`config.mk`:
```
export PLATFORM = sky130hd
export DESIGN_NAME = bfu_top
export DESIGN_NICKNAME = d
export VERILOG_FILES = /design/src/rtl/bfu_pkg.sv /design/src/rtl/bfu_posdec.sv /design/src/rtl/bfu_merge.sv /design/src/rtl/bfu_top.sv
export SDC_FILE = /design/constraint.sdc
export NUM_CORES = 1
export LEC_CHECK = 0
export ABC_AREA = 1
export BUFFER_PORTS_ARGS = -buffer_cell sky130_fd_sc_hd__buf_2
export CELL_PAD_IN_SITES_DETAIL_PLACEMENT = 0
export CELL_PAD_IN_SITES_GLOBAL_PLACEMENT = 1
export CORE_UTILIZATION = 30
export DETAILED_ROUTE_END_ITERATION = 12
export PLACE_DENSITY = 0.68
export SETUP_SLACK_MARGIN = 0.05
export SLEW_MARGIN = 20
export SYNTH_ARGS = -nofsm -noshare
export SYNTH_HDL_FRONTEND = slang
export SYNTH_SLANG_ARGS = --single-unit
```
`constraint.sdc`:
```
create_clock -name clk -period 8.9 [get_ports clk]
set_input_delay 0.445 -clock clk [delete_from_list [all_inputs] [get_ports clk]]
set_output_delay 0.445 -clock clk [all_outputs]
set_load 0.005 [all_outputs]
```
`src/rtl/bfu_pkg.sv`:
```
package bfu_pkg;
    localparam int XLEN  = 64;
    localparam int HALF  = XLEN / 2;
    localparam int FLD_W = $clog2(HALF);
    localparam int SH_W  = $clog2(XLEN);
    localparam int POS_W = SH_W + 2;

    // Bit 2 of the code separates inserts from extracts.
    typedef enum logic [2:0] {
        OP_EXTW = 3'd0,
        OP_EXTD = 3'd1,
        OP_EXTM = 3'd2,
        OP_EXTU = 3'd3,
        OP_INSW = 3'd4,
        OP_INSD = 3'd5,
        OP_INSM = 3'd6,
        OP_INSU = 3'd7
    } bf_op_e;

    typedef struct packed {
        logic [POS_W-1:0] lo;
        logic [POS_W-1:0] hi;
        logic             narrow;
        logic             is_ins;
        logic             bad;
    } bf_span_t;

    function automatic logic is_insert(bf_op_e op);
        return op[2];
    endfunction

    function automatic logic [XLEN-1:0] sext_half(logic [XLEN-1:0] v);
        return {{HALF{v[HALF-1]}}, v[HALF-1:0]};
    endfunction
endpackage

```
`src/rtl/bfu_posdec.sv`:
```
module bfu_posdec
    import bfu_pkg::*;
(
    input  bf_op_e           op,
    input  logic [FLD_W-1:0] hi_fld,
    input  logic [FLD_W-1:0] lo_fld,
    output bf_span_t         span
);
    logic [POS_W-1:0] a, b, bias, lim;

    always_comb begin
        a    = POS_W'(hi_fld);
        b    = POS_W'(lo_fld);
        bias = POS_W'(HALF);
        span.lo     = b;
        span.hi     = a;
        span.narrow = 1'b0;
        span.is_ins = is_insert(op);
        unique case (op)
            OP_EXTW: begin span.hi = b + a; span.narrow = 1'b1; end
            OP_EXTD: span.hi = b + a;
            OP_EXTM: span.hi = b + a + bias;
            OP_EXTU: begin span.lo = b + bias; span.hi = b + a + bias; end
            OP_INSW: span.narrow = 1'b1;
            OP_INSD: span.hi = a;
            OP_INSM: span.hi = a + bias;
            OP_INSU: begin span.lo = b + bias; span.hi = a + bias; end
            default: span.hi = a;
        endcase
        lim      = span.narrow ? POS_W'(HALF) : POS_W'(XLEN);
        span.bad = (span.hi < span.lo) || (span.hi >= lim);
    end
endmodule

```
`src/rtl/bfu_merge.sv`:
```
module bfu_merge
    import bfu_pkg::*;
(
    input  bf_span_t        span,
    input  logic [XLEN-1:0] src,
    input  logic [XLEN-1:0] dst,
    output logic [XLEN-1:0] res,
    output logic            err
);
    logic [XLEN-1:0] fmask, ext_raw, ins_raw, pick;
    logic [SH_W-1:0] sh;

    // One comparator pair per bit builds the field mask, so width 64 is simply all ones.
    for (genvar i = 0; i < XLEN; i++) begin : g_mask
        assign fmask[i] = (POS_W'(i) >= span.lo) && (POS_W'(i) <= span.hi);
    end

    assign sh = span.lo[SH_W-1:0];

    always_comb begin
        ext_raw = (src & fmask) >> sh;
        ins_raw = (dst & ~fmask) | ((src << sh) & fmask);
        pick    = span.is_ins ? ins_raw : ext_raw;
        if (span.bad)
            res = dst;
        else if (span.narrow)
            res = sext_half(pick);
        else
            res = pick;
        err = span.bad;
    end
endmodule

```
`src/rtl/bfu_top.sv`:
```
module bfu_top
    import bfu_pkg::*;
(
    input  logic             clk,
    input  logic             rst,
    input  logic             in_valid,
    input  logic [2:0]       in_op,
    input  logic [FLD_W-1:0] in_hi_fld,
    input  logic [FLD_W-1:0] in_lo_fld,
    input  logic [XLEN-1:0]  in_src,
    input  logic [XLEN-1:0]  in_dst,
    output logic             out_valid,
    output logic [XLEN-1:0]  out_data,
    output logic             out_err
);
    bf_span_t        span;
    logic [XLEN-1:0] nxt_data;
    logic            nxt_err;

    bfu_posdec u_posdec (
        .op     (bf_op_e'(in_op)),
        .hi_fld (in_hi_fld),
        .lo_fld (in_lo_fld),
        .span   (span)
    );

    bfu_merge u_merge (
        .span (span),
        .src  (in_src),
        .dst  (in_dst),
        .res  (nxt_data),
        .err  (nxt_err)
    );

    always_ff @(posedge clk) begin
        if (rst) begin
            out_valid <= 1'b0;
            out_data  <= '0;
            out_err   <= 1'b0;
        end else begin
            out_valid <= in_valid;
            if (in_valid) begin
                out_data <= nxt_data;
                out_err  <= nxt_err;
            end
        end
    end
endmodule

```
==> results_dict.tcl <==
set metrics [dict create \
    outcome "completed" \
    drive_above_1_share 0.115 \
    ys.flop_type "dfxtp_1" \
    area.growth.synth_to_final_pct 10.9 \
    met1_length_um 38500 \
    io_buffers 209 \
    firstDrtPassIters 6 \
    ys_warn_count 0 \
    ir_drop_uv 75.0 \
    ys_ff_latch 66 \
    cts_buffer_depth 2 \
    grt_max_degree 101 \
    whs_endpoint "out_data[31]" \
    postLayoutSetupSlackWorst_ns 3.64 \
    pre_cts_slack_ns 3.60 \
    wl_per_cell_um 29.3 \
    r2r_end "out_data[19]" \
    wl_um 99700 \
    ios 210 \
    hp-class "input pin to register" \
    critPathRequiredTime_ns 9.11 \
    reg2reg_depth 2 \
    ant_nets 0 \
    clk_latency_ns 0.35 \
    highest_layer "met5" \
    finalMaxSlewViolations 0 \
    end_kind "register" \
    viasPerCell 6.11 \
    hold_violations 0 \
    seq_area_frac_synth 0.0952 \
    synth.distinct_cells 56 \
    rsz0062_at_grt "false" \
    dr_wl_met3_um 9670 \
    grt_overflow_total 0 \
    start_kind "input pin" \
    reg2reg_slack_ns 8.03 \
    ctsHoldBuffers 0 \
    rows 78 \
    antenna_found_initial 1 \
    post_cts_buffers 0 \
    p_per_area_nw_per_um2 127 \
    grt_pass1_vias 19310 \
    cts_tree "done" \
    tightestPinTransition_ns 1.04 \
    relSlewSlack 0.304 \
    synth.top_cell.area_share 0.238 \
    async_flop_share 0 \
    gp_congestion 1.05 \
    die-area_um2 47100 \
    cts_resized 0 \
    die_w_um 217 \
    wl_met2_um 43200 \
    seq_area_um2 1320 \
    syn_area_um2 13900 \
    period_minus_slack_ns 5.26 \
    synth.top_cells.by_area "nand2_1, nand3_1, a21oi_1" \
    vias 20764 \
    cts_root_buf "clkbuf_16" \
    syn_inst 2733 \
    start_util 0.305 \
    grt_usage 0.412 \
    fin_nets 2950 \
    cp.arrival_ns 5.46 \
    yosys.cell_count.top_type "nand2_1" \
    dieHeight_um 217 \
    hold_path_depth 3 \
    yosysTopAreaCell "nand2_1" \
    synth.avg_cell_area_um2 5.08 \
    clock-sinks 66 \
    coreArea_um2 45500 \
    synth_edf_count 0 \
    fmaxAchievable_ghz 0.190 \
    cts.htree.levels 3 \
    r2r_start "out_data[19]" \
    cts-buffers-inserted 9 \
    p_leak_nw 7.47 \
    cap_viol_max_count 0 \
    grt_pass1_wl_um 139000 \
    period_share 0.591 \
    fill_cells 5486 \
    fin_skew_ns 0 \
    drcViolationCount 0 \
    crit_fanout 100 \
    setup_viol 0 \
    synth_commonest_cells "nand2_1, nand3_1, a21oi_1, o21ai_0, inv_1" \
    worstSetupPathType "input pin to register" \
    multi_input_comb_area_um2 10900 \
    path_clk_slew_ns 0.06 \
    synthesis.nets 2891 \
    initialDrtViolationCount 2946 \
    setup_tns_ns 0 \
    post-dp-hpwl_um 78300 \
    min_from "in_dst[31]" \
]
==> state kept, by name, summed over array words and instances (netlist names) <==
name and count:
out_data 64, out_err 1, out_valid 1
==> cell families (layout without fill, tap and decap cells) <==
| family | count (synthesis) | after routing | synth area share |
|---|---|---|---|
| compound gates | 632 | 632 | 0.253 |
| fa+ha+maj | 14 | 14 | 0.0132 |
| buf+inv | 385 | 449 | 0.117 |
| flops | 66 | 66 | 0.0952 |
| mux | 22 | 22 | 0.0159 |
| other cells | 0 | 1 | 0 |
| simple gates | 1614 | 1614 | 0.506 |
==> area by class of cell <==
| cell class | instances | share of cell area |
|---|---|---|
| antenna | 1 | 0.000163 |
| tap | 600 | 0.0488 |
| clock buffer | 13 | 0.0169 |
| clock inverter | 3 | 0.00309 |
| sequential | 66 | 0.0859 |
| inverter | 187 | 0.0460 |
| timing repair buffer | 246 | 0.0874 |
| multi-input combinational | 2282 | 0.712 |
==> routing by layer <==
| metal | global-route usage | up-vias |
|---|---|---|
| met3 | 0.0794 | 283 |
| li1 | - | 9404 |
| met2 | 0.642 | 1309 |
| met1 | 0.508 | 9766 |
| met5 | 0 | - |
| met4 | 0.295 | 2 |
==> critical path, cell delays in order <==
cell     delay (ns)
buf_4          0.70
ha_1           0.34
nand2_1        0.06
nand2_1        0.07
nand3_1        0.10
nand2_1        0.11
nand2_1        0.07
nand2_2        0.60
nand2_4        0.13
nor2_2         0.50
nand2_1        0.18
nand4_1        0.11
o21ai_0        0.22
nand2_1        0.15
nand3_1        0.10
nand3_1        0.20
a21oi_1        0.09
o21ai_0        0.72
nand4_1        0.33
nand2_1        0.13
a21oi_1        0.07
==> where the power goes <==
group          leakage (nW)  switching (W)  total [W]  internal [W]
Sequential            0.545      0.0000200   0.000349      0.000329
Clock                 0.150       0.000146   0.000379      0.000233
Combinational          6.78       0.000917    0.00123      0.000312
==> worst max path at each step <==
stage                 startpoint           end  depth (start not counted)
floorplan           in_lo_fld[2]  out_data[46]                         16
global placement    in_lo_fld[3]   out_data[2]                         21
detailed placement  in_lo_fld[3]   out_data[2]                         21
CTS                 in_lo_fld[3]   out_data[2]                         21
global route        in_lo_fld[0]  out_data[22]                         21
finish              in_lo_fld[0]  out_data[22]                         21
==> layout by cell type, fill, tap and decap left out, drive strengths merged <==
cell and n:
nand2 893, nand3 444, a21oi 268, buf 246, o21ai 240, nor2 189
inv 182, nand4 67, dfxtp 66, o211ai 32, mux2i 22, o31ai 18
o22ai 16, ha 13, clkbuf 13, nor3 11, o221ai 10, a31oi 9
clkinv 7, o2111ai 6, o41ai 5, a22oi 5, or2 5, o21bai 4
a211oi 4, nand3b 3, a21o 3, o21a 3, o311ai 3, a31o 2
a22o 2, and3 2, diode 1, o32ai 1, o2bb2ai 1, fa 1
bufinv 1
==> metrics by stage <==
stage / util / total power (W) / cells / cell area, µm² / hold WS [ns]
global placement: 0.331 / 0.00154 / 3381 / 15100 / 0.453
finish: 0.338 / 0.00196 / 3398 / 15400 / 0.403
global route: 0.338 / 0.00204 / 3397 / 15400 / 0.416
detailed placement: 0.331 / 0.00153 / 3381 / 15100 / 0.454
floorplan: - / 0.00105 / 2733 / 13900 / 0.462
CTS: 0.338 / 0.00191 / 3397 / 15400 / 0.403
(Power assumes the default switching activity.)
